$ cat config.mk
export PLATFORM = sky130hd
export DESIGN_NAME = ivec_vector_ctrl
export DESIGN_NICKNAME = d
export VERILOG_FILES = /design/src/rtl/ivec_pkg.sv /design/src/rtl/ivec_flag_bank.sv /design/src/rtl/ivec_prio_enc.sv /design/src/rtl/ivec_clr_ctl.sv /design/src/rtl/ivec_vector_ctrl.sv
export SDC_FILE = /design/constraint.sdc
export NUM_CORES = 1
export LEC_CHECK = 0
export ABC_AREA = 1
export BUFFER_PORTS_ARGS = -buffer_cell sky130_fd_sc_hd__buf_2
export CORE_MARGIN = 2
export CORE_UTILIZATION = 39
export CTS_CLUSTER_DIAMETER = 30
export DETAILED_ROUTE_END_ITERATION = 8
export GPL_TIMING_DRIVEN = 0
export PLACE_DENSITY = 0.75
export SLEW_MARGIN = 20
export SYNTH_ARGS = -nofsm -noshare
export SYNTH_HDL_FRONTEND = slang
export SYNTH_SLANG_ARGS = --single-unit
$ cat constraint.sdc
create_clock -name clk -period 1.4 [get_ports clk]
set_clock_uncertainty 0.2 [all_clocks]
set_input_delay 0.21 -clock clk [delete_from_list [all_inputs] [get_ports clk]]
set_output_delay 0.21 -clock clk [all_outputs]
set_load 0.1 [all_outputs]
$ cat src/rtl/ivec_pkg.sv
package ivec_pkg;
   localparam int unsigned SRC_OVERFLOW  = 0;
   localparam int unsigned SRC_ACQ_DONE  = 1;
   localparam int unsigned SRC_START     = 2;
   localparam int unsigned SRC_DATA_RDY  = 3;
   localparam int unsigned SRC_WIN_HIGH  = 4;
   localparam int unsigned SRC_WIN_LOW   = 5;

   function automatic int unsigned vec_width(input int unsigned n_src,
                                             input int unsigned step);
      return $clog2(n_src * step + 1);
   endfunction
endpackage

$ cat src/rtl/ivec_flag_bank.sv
module ivec_flag_bank #(
   parameter int unsigned N_SRC = 6
) (
   input  logic             clk,
   input  logic             rst_n,
   input  logic [N_SRC-1:0] set_i,
   input  logic [N_SRC-1:0] clr_i,
   output logic [N_SRC-1:0] flag_o
);
   logic [N_SRC-1:0] flag_q;
   logic [N_SRC-1:0] flag_d;

   // set dominates clear so no event is lost
   assign flag_d = (flag_q & ~clr_i) | set_i;

   always_ff @(posedge clk or negedge rst_n) begin
      if (!rst_n) flag_q <= '0;
      else        flag_q <= flag_d;
   end

   assign flag_o = flag_q;
endmodule

$ cat src/rtl/ivec_prio_enc.sv
module ivec_prio_enc #(
   parameter int unsigned N_SRC     = 6,
   parameter int unsigned VEC_STEP  = 2,
   parameter bit          LSB_FIRST = 1'b1,
   localparam int unsigned IDX_W    = ivec_pkg::vec_width(N_SRC, VEC_STEP)
) (
   input  logic [N_SRC-1:0] req_i,
   output logic [N_SRC-1:0] win_o,
   output logic [IDX_W-1:0] vec_o
);
   generate
      if (LSB_FIRST) begin : g_lsb
         always_comb begin
            logic found;
            found = 1'b0;
            win_o = '0;
            vec_o = '0;
            for (int i = 0; i < int'(N_SRC); i++) begin
               if (req_i[i] && !found) begin
                  found    = 1'b1;
                  win_o[i] = 1'b1;
                  vec_o    = IDX_W'((i + 1) * int'(VEC_STEP));
               end
            end
         end
      end else begin : g_msb
         always_comb begin
            logic found;
            found = 1'b0;
            win_o = '0;
            vec_o = '0;
            for (int i = int'(N_SRC) - 1; i >= 0; i--) begin
               if (req_i[i] && !found) begin
                  found    = 1'b1;
                  win_o[i] = 1'b1;
                  vec_o    = IDX_W'((i + 1) * int'(VEC_STEP));
               end
            end
         end
      end
   endgenerate
endmodule

$ cat src/rtl/ivec_clr_ctl.sv
module ivec_clr_ctl #(
   parameter int unsigned N_SRC = 6
) (
   input  logic             clr_wr_i,
   input  logic [N_SRC-1:0] clr_wdata_i,
   input  logic             rd_i,
   input  logic             rd_dbg_i,
   input  logic [N_SRC-1:0] win_i,
   output logic [N_SRC-1:0] clr_o
);
   logic             cpu_rd;
   logic [N_SRC-1:0] sw_clr;
   logic [N_SRC-1:0] rd_clr;

   assign cpu_rd = rd_i & ~rd_dbg_i;
   assign sw_clr = clr_wr_i ? clr_wdata_i : '0;
   assign rd_clr = cpu_rd   ? win_i       : '0;
   assign clr_o  = sw_clr | rd_clr;
endmodule

$ cat src/rtl/ivec_vector_ctrl.sv
module ivec_vector_ctrl #(
   parameter int unsigned N_SRC     = 6,
   parameter int unsigned VEC_STEP  = 2,
   parameter bit          LSB_FIRST = 1'b1,
   localparam int unsigned IDX_W    = ivec_pkg::vec_width(N_SRC, VEC_STEP)
) (
   input  logic             clk,
   input  logic             rst_n,
   input  logic [N_SRC-1:0] evt_set_i,
   input  logic             mask_wr_i,
   input  logic [N_SRC-1:0] mask_wdata_i,
   input  logic             clr_wr_i,
   input  logic [N_SRC-1:0] clr_wdata_i,
   input  logic             vec_rd_i,
   input  logic             vec_rd_dbg_i,
   output logic [IDX_W-1:0] vec_o,
   output logic [N_SRC-1:0] raw_o,
   output logic [N_SRC-1:0] mask_o,
   output logic [N_SRC-1:0] masked_o,
   output logic             irq_o
);
   generate
      if (N_SRC < 1)    begin : g_bad_n    $error("N_SRC must be at least 1");    end
      if (VEC_STEP < 1) begin : g_bad_step $error("VEC_STEP must be at least 1"); end
   endgenerate

   logic [N_SRC-1:0] mask_q;
   logic [N_SRC-1:0] clr_vec;
   logic [N_SRC-1:0] win_vec;

   always_ff @(posedge clk or negedge rst_n) begin
      if (!rst_n)         mask_q <= '0;
      else if (mask_wr_i) mask_q <= mask_wdata_i;
   end

   ivec_flag_bank #(.N_SRC(N_SRC)) flags_i (
      .clk    (clk),
      .rst_n  (rst_n),
      .set_i  (evt_set_i),
      .clr_i  (clr_vec),
      .flag_o (raw_o)
   );

   assign mask_o   = mask_q;
   assign masked_o = raw_o & mask_q;
   assign irq_o    = |masked_o;

   ivec_prio_enc #(.N_SRC(N_SRC), .VEC_STEP(VEC_STEP), .LSB_FIRST(LSB_FIRST)) enc_i (
      .req_i (masked_o),
      .win_o (win_vec),
      .vec_o (vec_o)
   );

   ivec_clr_ctl #(.N_SRC(N_SRC)) clr_i (
      .clr_wr_i    (clr_wr_i),
      .clr_wdata_i (clr_wdata_i),
      .rd_i        (vec_rd_i),
      .rd_dbg_i    (vec_rd_dbg_i),
      .win_i       (win_vec),
      .clr_o       (clr_vec)
   );
endmodule

==> results of run 1 <==
-- cell usage after synthesis (all sizes together) --
master and count:
nand2 25, inv 13, dfrtp 12, nand3 9
mux2 6, nor2 6, buf 2, nand4 2
a21boi 1, a31o 1, conb 1
-- logic make-up after synthesis --
kind of cell / share of synthesized area [%]
flip-flops: 45.28
multiplexers: 10.19
AO/OA/AOI/OAI: 2.453
buffers and inverters: 9.245
AND/OR/NAND/NOR: 32.26
other: 0.5655
-- metrics by stage --
stage | hold WS (ns) | setup TNS, ns | instance area [µm²] | cells
2_1_floorplan | -0.2856 | -5.796 | 838.3 | 78
3_3_place_gp | -0.1011 | -1.987 | 1079 | 138
3_5_place_dp | -0.09308 | -2.142 | 1079 | 138
==> metrics.md, run 1 <==
| Metric | Value |
|---|---|
| Outcome | `aborted with a tool error` |
| Exit stage | `clock tree synthesis (4_1_cts)` |
| Err | `[ERROR DPL-0038] Utilization greater than 100%, impossible to legalize` |
| Root Buffer | `clkbuf_4` |
| Synth Net Count | `102` |
| Sink Count | `12` |
| Cts repair resizes | `64` |
| Setup Fix Bufs, Post-CTS | `10` |
| Initial core utilization | `a little over two fifths` |
| Site Rows | `14` |
| Synth unique cells | `16` |
| Synth top area share | `45.28%` |
| H-tree Lvls | `1` |
| Seq/Total Area, Yosys | `roughly 45%` |
| Hold_buf cts | `14` |
| Post-detail-place hpwl | `~1400 µm` |
| Pre-CTS setup slack | `-0.5610 ns` |
| Biggest area consumer among synthesized cells | `dfrtp_1` |
| IO Pins | `47` |
| Yosys reg bits | `12` |
| Post-Syn Area | `~660 µm²` |
| Die height | `roughly 45 µm` |
| Top post-synthesis cells by area | `dfrtp_1, nand2_1, mux2_2` |
| Syn_area_per_cell | `8.502 µm²` |
| IO buf count | `between 40 and 50` |
| RD Place Congestion | `between 0.7 and 0.8` |
| Total CTS buffers | `3` |
| Synthesized instance count | `between 70 and 80` |
| Clock buffer depth | `2` |
| Die width | `45.24 µm` |
| YS warnings | `0` |
==> run 2: changes to the inputs <==
CORE_AREA = 2 2 63 65   (was unset)
CORE_MARGIN = unset   (was 2)
CORE_UTILIZATION = unset   (was 39)
CTS_CLUSTER_DIAMETER = unset   (was 30)
DIE_AREA = 0 0 65 67   (was unset)
PLACE_DENSITY = unset   (was 0.75)
PLACE_DENSITY_LB_ADDON = 0.15   (was unset)
==> run 2 against run 1 <==
Compared with the run above: the flow now finishes, with violations (negative setup slack); synthesized cell count is the same; synthesized area is the same.
==> metrics.md, run 2 <==
| Metric | Value |
|---|---|
| Outcome | `finished with violations` |
| Failing checks | `negative setup slack` |
| Worst Path Class, Setup | `reg2out` |
| R2R depth | `8` |
| Die height | `67 µm (+48%)` |
| Sink Count | `12 (unchanged)` |
| Pre-CTS setup slack | `-0.5516 ns (+0.009364 ns)` |
| Combinational power share | `between 60% and 70%` |
| Seq/Total Area, Yosys | `45.28% (unchanged)` |
| Final hold violation count | `0` |
| Root Buffer | `clkbuf_8` |
| Post-detail-place hpwl | `1588 µm (+12%)` |
| Residual DRC | `0` |
| Startpoint class of the critical path | `flop` |
| Vias in the first global route | `~840` |
| YS warnings | `0 (unchanged)` |
| Initial DRT Pass Iterations | `3` |
| RD Place Congestion | `0.6620 (-9.3%)` |
| Number of synthesized flops with an enable pin | `0 (unchanged)` |
| Worst r2r src | `mask_o[1]` |
| Synth top area share | `45.28% (unchanged)` |
| Leakage power | `about 0.77 nW` |
| Worst IR drop on VDD | `~0.39 mV` |
| Core footprint | `0.003606 mm²` |
| Min-delay worst type | `in2reg` |
| Hold EP | `mask_o[1]` |
| Total CTS buffers | `3 (unchanged)` |
| Clock share of power | `roughly 16%` |
| TritonCTS clock tree | `built` |
| Setup WS post-layout | `-0.4349 ns` |
| Total Wirelength | `about 2100 µm` |
| Reg-to-reg endpoint | `flags_i.flag_o[5]` |
| Reg2Reg Setup Slack | `-0.16 ns` |
| Slowest cell delay on critical path | `approximately 0.5 ns` |
| RSZ-0062 raised after global routing | `true` |
| Worst hold stages | `2` |
| Fin util | `a little under half` |
| Hold Crit Start | `mask_wdata_i[1]` |
| Most common cell in the synthesized netlist | `nand2_1` |
| Switching Share | `between 40% and 50%` |
| WP data arrival | `1.42 ns` |
| Buffers and inverters on the worst path | `1` |
| Commonest non-fill, non-tap cell in the layout | `buf_2` |
| IO buf count | `44 (unchanged)` |
| Synth unique cells | `16 (unchanged)` |
| Fillers | `between 300 and 400` |
| Clock Pin Slew Worst Setup and Hold Paths | `approximately 0.050 ns` |
| Die area | `approximately 0.0044 mm²` |
| Post-synth ARST share | `100.0% (unchanged)` |
| Synthesized instance count | `78 (unchanged)` |
| Post-Syn Area | `663.1 µm² (unchanged)` |
| CP max FO | `3` |
| Biggest area consumer among synthesized cells | `dfrtp_1` |
| Avg WL per Cell | `approximately 11 µm` |
| Internal power | `~0.0010 W` |
| Max-cap viol count | `0` |
| Switching power | `between 0.0009 and 0.001 W` |
| Crit path capture type | `output port` |
| Hold_ws | `~0.0053 ns` |
| Final setup violation count | `19` |
| Overflow after GRT | `0` |
| Synth top cells by count | `nand2_1, inv_1, dfrtp_1, nand3_1, mux2_2` |
| First-pass GRT wire length | `approximately 3500 µm` |
| Die width | `65 µm (+44%)` |
| Largest net degree at the start of global routing | `13` |
| Antenna violations before repair | `0` |
| Layout area overhead | `156.8%` |
| Dpl cells | `170 (+23%)` |
| Syn_area_per_cell | `8.502 µm² (unchanged)` |
| Commonest cells after routing, fill and taps aside | `buf_2, buf_6, buf_12` |
| ANT nets after route | `0` |
| Slew Viols, Final | `0` |
| Vias per inst | `3.863` |
| IO Pins | `47 (unchanged)` |
| Vias | `around 760` |
| Reg power frac | `22.7%` |
| Top_reg_cell synth | `dfrtp_1` |
| Layout cell share with drive strength beyond 1 | `approximately three quarters` |
| Synth Net Count | `102 (unchanged)` |
| Layout Cells excl Fill | `197` |
| Top Family by Delay on Critical Path | `simple AND/OR/NAND/NOR gates` |
| Slowest CP cell | `dfrtp_4` |
| Clk_lat worst skew | `approximately 0.24 ns` |
| H-tree Lvls | `1 (unchanged)` |
| Initial core utilization | `18.39% (-25 points)` |
| Clock buffer depth | `2 (unchanged)` |
| WP data required | `0.99 ns` |
| Crit path cell chain | `nand2_4 -> nand2_4 -> nor2_4 -> nand3_4 -> nand3_4 -> buf_12` |
| Iter 0 DRT Violations | `9` |
| Final min period | `between 1.5 and 2 ns` |
| Pwr dens | `around 1100 mW/mm²` |
| Yosys reg bits | `12 (unchanged)` |
| Fmax | `roughly 540 MHz` |
| Fin crit share | `131.1%` |
| Total GRT Usage | `roughly a tenth` |
| Site Rows | `22 (+8)` |
| # nets final | `approximately 180` |
| Top post-synthesis cells by area | `dfrtp_1, nand2_1, mux2_2` |
| Ant. Diodes | `0` |
==> run 2: cell counts after synthesis <==
No cell type changed its count.
==> run 2: routing by layer <==
metal  share of wire (%)  GRT usage, %
met3                 1.9         1.014
met5                   0             0
met1                  37         10.88
met4                 1.2         4.787
met2                  60         21.01
==> run 2: worst register-to-register path, delay by kind of cell (launching register included) <==
family	cells	cell delay [ns]
simple gates	6	0.51
flops	1	0.50
buf+inv	2	0.24
==> run 2: worst max-delay path by stage <==
stage                     slack (ns)              start  endpoint  cells past startpoint
after global routing           -0.49          mask_o[3]  vec_o[2]                      6
after global placement         -0.56          mask_o[1]  vec_o[2]                      6
after floorplan                -0.78  flags_i.flag_o[5]  vec_o[3]                      4
after CTS                      -0.45  flags_i.flag_o[0]  vec_o[2]                      7
after detailed placement       -0.55          mask_o[1]  vec_o[2]                      6
final                          -0.43          mask_o[1]  vec_o[3]                      6
==> run 2: final cells by class <==
cell class                      instances  area [µm²]  area share (%)
Sequential cell                        12       345.3           20.28
Buffer                                  2       12.51          0.7348
Timing Repair Buffer                   68       721.9           42.40
Multi-Input combinational cell         51       450.4           26.45
Clock buffer                            3       41.29           2.425
Inverter                               13       71.32           4.188
Tap cell                               48       60.06           3.527
==> run 2: logic make-up (layout without fill, tap and decap cells) <==
| family | Yosys count | in the layout | share of synthesized area, % |
|---|---|---|---|
| AO/OA/AOI/OAI | 2 | 2 | 2.453 |
| multiplexers | 6 | 6 | 10.19 |
| buffers and inverters | 15 | 86 | 9.245 |
| other | 1 | 1 | 0.5655 |
| AND/OR/NAND/NOR | 42 | 42 | 32.26 |
| flip-flops | 12 | 12 | 45.28 |
==> run 2: repair_timing <==
| item | CTS | global route |
|---|---|---|
| pin swaps | 9 | 3 |
| gates resized for setup | 81 | 13 |
| setup endpoints to repair | 24 | 24 |
| hold buffers | 7 | 1 |
| buffers inserted | 16 | 3 |
| endpoints found under the hold margin | 18 | 1 |
==> run 2: metrics by stage <==
step                cell area [µm²]  setup TNS (ns)  total power (W)
global route                   1703          -4.627         0.002037
CTS                            1649          -3.877         0.001950
floorplan                     838.3          -5.796         0.001174
global placement               1119          -2.150         0.001306
detailed placement             1119          -2.128         0.001311
finish                         1703          -3.870         0.001956
==> run 2: power groups by stage <==
stage	clock, W	combinational, W	sequential [W]
6_report	0.000307	0.00120	0.000445
5_1_grt	0.000334	0.00125	0.000448
4_1_cts	0.000319	0.00119	0.000442
3_5_place_dp	0	0.000864	0.000448
3_3_place_gp	0	0.000861	0.000445
2_1_floorplan	0	0.000499	0.000675
(Power assumes the default switching activity.)
==> run 3: changes to the inputs <==
REMOVE_ABC_BUFFERS = 1   (was unset)
==> run 3 against run 2 <==
Compared with the run above: the flow still finishes with violations (negative setup slack); maximum frequency rose by 6.6%; combinational power shrank 8%; sequential share of layout area increased by 0.37 points; core utilization down 6.9 points; hold slack better by 0.0032 ns; cell area shrank 15%; register-to-register slack better by 0.22 ns; sequential power fell by 9.2%; clock-buffer cell count unchanged; power down 7.2%; flip-flop and latch count stayed put; highest routed layer unchanged.
==> metrics.md, run 3 (synthesized netlist as in run 2, its figures left out) <==
| Metric | Value |
|---|---|
| Outcome | `finished with violations` |
| Failing checks | `negative setup slack` |
| Total Wirelength | `2034 µm (-3.4%)` |
| Largest net degree at the start of global routing | `13 (unchanged)` |
| H-tree Lvls | `1 (unchanged)` |
| TritonCTS clock tree | `built` |
| Crit path capture type | `output port` |
| Placed cell areas | `935.9 µm² (-16%)` |
| Clk_lat worst skew | `0.23 ns (about the same)` |
| Post-detail-place hpwl | `1547 µm (-2.6%)` |
| Die width | `65 µm (unchanged)` |
| Overflow after GRT | `0 (unchanged)` |
| Ant. Diodes | `0 (unchanged)` |
| Iter 0 DRT Violations | `14 (+5)` |
| Final instance area | `0.001454 mm² (-15%)` |
| Root Buffer | `clkbuf_8` |
| RSZ-0062 raised after global routing | `true` |
| Vias per inst | `3.883 (+0.51%)` |
| Initial core utilization | `18.39% (unchanged)` |
| Commonest cells after routing, fill and taps aside | `buf_2, buf_4, nand2_1` |
| Startpoint class of the critical path | `flop` |
| Final min period | `1.721 ns (-0.1137 ns)` |
| Die height | `67 µm (unchanged)` |
| Die area | `0.004355 mm² (unchanged)` |
| Clock Pin Slew Worst Setup and Hold Paths | `0.05 ns (about the same)` |
| First-pass GRT wire length | `3125 µm (-9.6%)` |
| Min-delay worst type | `in2reg` |
| Final setup violation count | `9 (-10)` |
| Residual DRC | `0 (unchanged)` |
| Fmax | `581.0 MHz (+6.6%)` |
| Fin util | `40.32% (-6.9 points)` |
| WP data arrival | `1.31 ns (-0.11 ns)` |
| Pwr dens | `1248 mW/mm² (+8.6%)` |
| Layout Cells excl Fill | `196 (-0.51%)` |
| Dpl cells | `169 (-0.59%)` |
| RD Place Congestion | `0.6719 (+1.5%)` |
| Slew Viols, Final | `0 (unchanged)` |
| Core footprint | `0.003606 mm² (unchanged)` |
| Vias | `761 (unchanged)` |
| Avg WL per Cell | `10.38 µm (-2.9%)` |
| Layout cell share with drive strength beyond 1 | `61.49% (-15 points)` |
| Setup WS post-layout | `-0.3212 ns (+0.1137 ns)` |
| Antenna violations before repair | `0 (unchanged)` |
| IO Pins | `47 (unchanged)` |
| WP data required | `0.99 ns (about the same)` |
| Sink Count | `12 (unchanged)` |
| IO buf count | `45 (+2.3%)` |
| Reg2Reg Setup Slack | `0.06 ns (+0.22 ns)` |
| Commonest non-fill, non-tap cell in the layout | `buf_2` |
| Vias in the first global route | `711 (-16%)` |
| Initial DRT Pass Iterations | `3 (unchanged)` |
| Max-cap viol count | `0 (unchanged)` |
| Worst Path Class, Setup | `reg2out` |
| Pre-CTS setup slack | `-0.3537 ns (+0.1980 ns)` |
| Site Rows | `22 (unchanged)` |
| # nets final | `174 (-0.57%)` |
| Total GRT Usage | `9.684% (-0.82 points)` |
| Clock buffer depth | `2 (unchanged)` |
| Final hold violation count | `0 (unchanged)` |
| ANT nets after route | `0 (unchanged)` |
| Worst IR drop on VDD | `0.4186 mV (+7.7%)` |
| CP max FO | `4 (+1)` |
| Layout area overhead | `119.2%` |
| Total CTS buffers | `3 (unchanged)` |
| Leakage power | `0.7386 nW (-3.6%)` |
| Fin crit share | `122.9% (-8.1 points)` |
==> run 3: changes by cell type in the layout (fill, tap and decap cells not counted), sizes merged <==
cell,before,now
clkinvlp,6,0
inv,7,13
buf,62,61
==> run 3: report_power, final <==
group | internal (W) | switching, W | total [W]
logic | 0.000380 | 0.000725 | 0.00110
clock network | 0.000189 | 0.000117 | 0.000306
registers | 0.000379 | 0.0000255 | 0.000404
total | 0.000947 | 0.000868 | 0.00181
==> run 3: repair_timing <==
item                       in CTS  in global routing
hold endpoints to repair       19                  0
setup endpoints to repair      22                 17
setup buffers                  11                  5
resized for setup              62                 22
hold buffers                    8                  0
pin swaps                       6                  2
==> run 3: critical path: stages, from the launching register on <==
cell and delay (ns):
dfrtp_1 0.39, nand2_2 0.09, nand2_2 0.07, nor2_4 0.15
nand3_2 0.11, nand3_2 0.09, buf_12 0.17
==> run 3: final timing paths <==
check / start / to / cells after the start
setup / recovery: mask_o[2] / vec_o[3] / 6
hold / removal: mask_wdata_i[5] / mask_o[5] / 2
setup reg to reg: mask_o[2] / flags_i.flag_o[5] / 7
hold reg to reg: flags_i.flag_o[4] / flags_i.flag_o[4] / 2
max in group asynchronous: rst_n / flags_i.flag_o[4] / 2
min in group asynchronous: rst_n / flags_i.flag_o[0] / 2
==> run 3: metal layers <==
metal	vias up	track usage [%]	share of wire (%)	wire length, µm
met4	0	5.585	1.3	27
met3	2	1.689	3.7	76
li1	386	-	-	-
met2	24	17.01	51	1036
met5	-	0	0	0
met1	349	11.01	44	893
==> run 3: final cells by class <==
cell class	count	area, µm²
fill	368	2152
timing repair buffer	69	671.9
multi-input combinational	51	326.6
sequential	12	300.3
tap	48	60.06
inverter	13	53.80
clock buffer	3	41.29
==> run 3: through the flow <==
stage | TNS [ns] | total power (W) | hold slack, ns
finish | -1.402 | 0.001815 | 0.008487
global route | -2.070 | 0.001898 | 0.0009766
detailed placement | -1.194 | 0.001203 | -0.08711
CTS | -1.577 | 0.001760 | 0.004422
floorplan | -15.72 | 0.001061 | -0.2856
global placement | -1.145 | 0.001199 | -0.09146
==> run 4: changes to the inputs <==
--- a/config.mk
+++ b/config.mk
@@ -10,2 +10,3 @@
 export CORE_AREA = 2 2 63 65
+export CTS_CLUSTER_DIAMETER = 80
 export DETAILED_ROUTE_END_ITERATION = 8
==> constraint.sdc (replaced) <==
create_clock -name clk -period 1.4 [get_ports clk]
set_clock_uncertainty 0.2 [all_clocks]
set_input_delay 0.28 -clock clk [delete_from_list [all_inputs] [get_ports clk]]
set_output_delay 0.28 -clock clk [all_outputs]
set_load 0.1 [all_outputs]
==> run 4 against run 3 <==
Compared with the run above: the run still ends with negative setup slack left; highest routed layer unchanged; power up 4.7%; flip-flop and latch count stayed put; hold slack better by 0.022 ns; combinational power is 8% higher; core utilization grew 2.5 points; register-to-register slack worse by 0.02 ns; cell count fell by 1.0%; global-route usage increased by 0.25 points.
==> metrics.md, run 4 (synthesized netlist as in run 2, its figures left out) <==
| Metric | Value |
|---|---|
| Vias in the first global route | `746 (+4.9%)` |
| Sink Count | `12 (unchanged)` |
| Iter 0 DRT Violations | `17 (+3)` |
| Slowest cell delay on critical path | `0.39 ns (about the same)` |
| Overflow after GRT | `0 (unchanged)` |
| Fillers | `367 (-0.27%)` |
| Setup WS post-layout | `-0.4166 ns (-0.09538 ns)` |
| Site Rows | `22 (unchanged)` |
| Crit path capture type | `output port` |
| Pwr dens | `1231 mW/mm² (-1.4%)` |
| Final min period | `1.817 ns (+0.09538 ns)` |
| Total CTS buffers | `3 (unchanged)` |
| Vias per inst | `3.923 (+1.0%)` |
| Commonest non-fill, non-tap cell in the layout | `buf_2` |
| Fin crit share | `129.8% (+6.8 points)` |
| # nets final | `172 (-1.1%)` |
| Clock buffer depth | `2 (unchanged)` |
| Reg-to-reg endpoint | `flags_i.flag_o[5]` |
| Leakage power | `0.7814 nW (+5.8%)` |
| ANT nets after route | `0 (unchanged)` |
| Total Wirelength | `2207 µm (+8.5%)` |
| Worst Path Class, Setup | `reg2out` |
| Antenna violations before repair | `0 (unchanged)` |
| Hold EP | `flags_i.flag_o[2]` |
| WP data arrival | `1.34 ns (+0.03 ns)` |
| Worst hold stages | `3 (+1)` |
| Max-cap viol count | `0 (unchanged)` |
| First-pass GRT wire length | `3208 µm (+2.7%)` |
| H-tree Lvls | `1 (unchanged)` |
| Total GRT Usage | `9.935% (+0.25 points)` |
| Pre-CTS setup slack | `-0.4237 ns (-0.07000 ns)` |
| Commonest cells after routing, fill and taps aside | `buf_2, buf_12, nand2_1` |
| Initial DRT Pass Iterations | `3 (unchanged)` |
| RD Place Congestion | `0.6719 (unchanged)` |
| Die area | `0.004355 mm² (unchanged)` |
| Die height | `67 µm (unchanged)` |
| WP data required | `0.92 ns (-0.07 ns)` |
| Root Buffer | `clkbuf_8` |
| CP max FO | `4 (unchanged)` |
| Final hold violation count | `0 (unchanged)` |
| R2R depth | `7 (unchanged)` |
| Setup tns final | `-2.469 ns (-1.067 ns)` |
| Post-detail-place hpwl | `1547 µm (unchanged)` |
| Final setup violation count | `17 (+8)` |
| Crit path cell chain | `nand2_2 -> nand2_2 -> nor2_4 -> nand3_2 -> nand3_2 -> buf_12` |
| Clock Pin Slew Worst Setup and Hold Paths | `0.05 ns (about the same)` |
| Vias | `761 (unchanged)` |
| Outcome | `finished with violations` |
| Initial core utilization | `18.39% (unchanged)` |
| Core footprint | `0.003606 mm² (unchanged)` |
| Fmax | `550.5 MHz (-5.3%)` |
| Reg2Reg Setup Slack | `0.04 ns (-0.02 ns)` |
| Min-delay worst type | `in2reg` |
| Startpoint class of the critical path | `flop` |
| TritonCTS clock tree | `built` |
| Worst IR drop on VDD | `0.4672 mV (+12%)` |
| Residual DRC | `0 (unchanged)` |
| Worst r2r src | `flags_i.flag_o[2]` |
| RSZ-0062 raised after global routing | `true` |
| Clk_lat worst skew | `0.23 ns (about the same)` |
| Layout area overhead | `132.8%` |
| Largest net degree at the start of global routing | `13 (unchanged)` |
| Layout cell share with drive strength beyond 1 | `66.44% (+5.0 points)` |
| Hold Crit Start | `evt_set_i[2]` |
| IO buf count | `45 (unchanged)` |
| Fin util | `42.82% (+2.5 points)` |
| Failing checks | `negative setup slack` |
| Avg WL per Cell | `11.38 µm (+9.6%)` |
| Die width | `65 µm (unchanged)` |
| Slowest CP cell | `dfrtp_1` |
| IO Pins | `47 (unchanged)` |
| Slew Viols, Final | `0 (unchanged)` |
| Ant. Diodes | `0 (unchanged)` |
==> run 4: through the flow <==
stage	total power, W	hold slack (ns)	area, µm²	cells
floorplan	0.001061	-0.2156	650.6	76
global placement	0.001199	-0.02146	935.9	169
detailed placement	0.001203	-0.01711	935.9	169
CTS	0.001842	0.02361	1410	186
global route	0.001987	0.03081	1544	194
finish	0.001900	0.03084	1544	194
==> run 4: metal layers <==
layer	global-route usage [%]	share of wire, %	wire [µm]
met1	10.49	40	880
met2	18.56	54	1190
met3	2.196	4.9	108
met4	4.787	1.2	27
met5	0	0	0
==> run 4: report_power, final <==
group | switching, W | internal (W) | total [W]
clock network | 0.000116 | 0.000189 | 0.000304
logic | 0.000744 | 0.000445 | 0.00119
registers | 0.0000287 | 0.000379 | 0.000407
total | 0.000889 | 0.00101 | 0.00190
==> run 4: worst max path at each step <==
stage | startpoint | end | slack (ns) | depth (start not counted)
after floorplan | flags_i.flag_o[4] | vec_o[3] | -1.84 | 4
after global placement | mask_o[0] | vec_o[3] | -0.42 | 6
after detailed placement | mask_o[0] | vec_o[3] | -0.42 | 6
after CTS | mask_o[2] | vec_o[3] | -0.40 | 6
after global routing | mask_o[1] | vec_o[2] | -0.49 | 6
final | flags_i.flag_o[2] | vec_o[3] | -0.42 | 6
==> run 4: timing repair <==
action,4_1_cts,5_1_grt
endpoints found under the hold margin,12,0
gates cloned,0,0
gates resized for setup,94,21
setup buffers,13,10
hold buffers,1,0
setup endpoints to repair,22,22
pin swaps,6,2
==> run 4: area by class of cell <==
class	instances	area [µm²]	share of cell area, %
clock buffers	3	41.29	2.674
inverters	13	56.30	3.647
multi-input cells	51	326.6	21.15
flip-flops and latches	12	300.3	19.45
well taps	48	60.06	3.890
repair buffers	67	759.5	49.19
==> run 4: critical path, delay by kind of cell, from the launching register on <==
kind / cells / cell delay, ns
flops: 1 / 0.39
buf+inv: 1 / 0.17
simple gates: 5 / 0.53
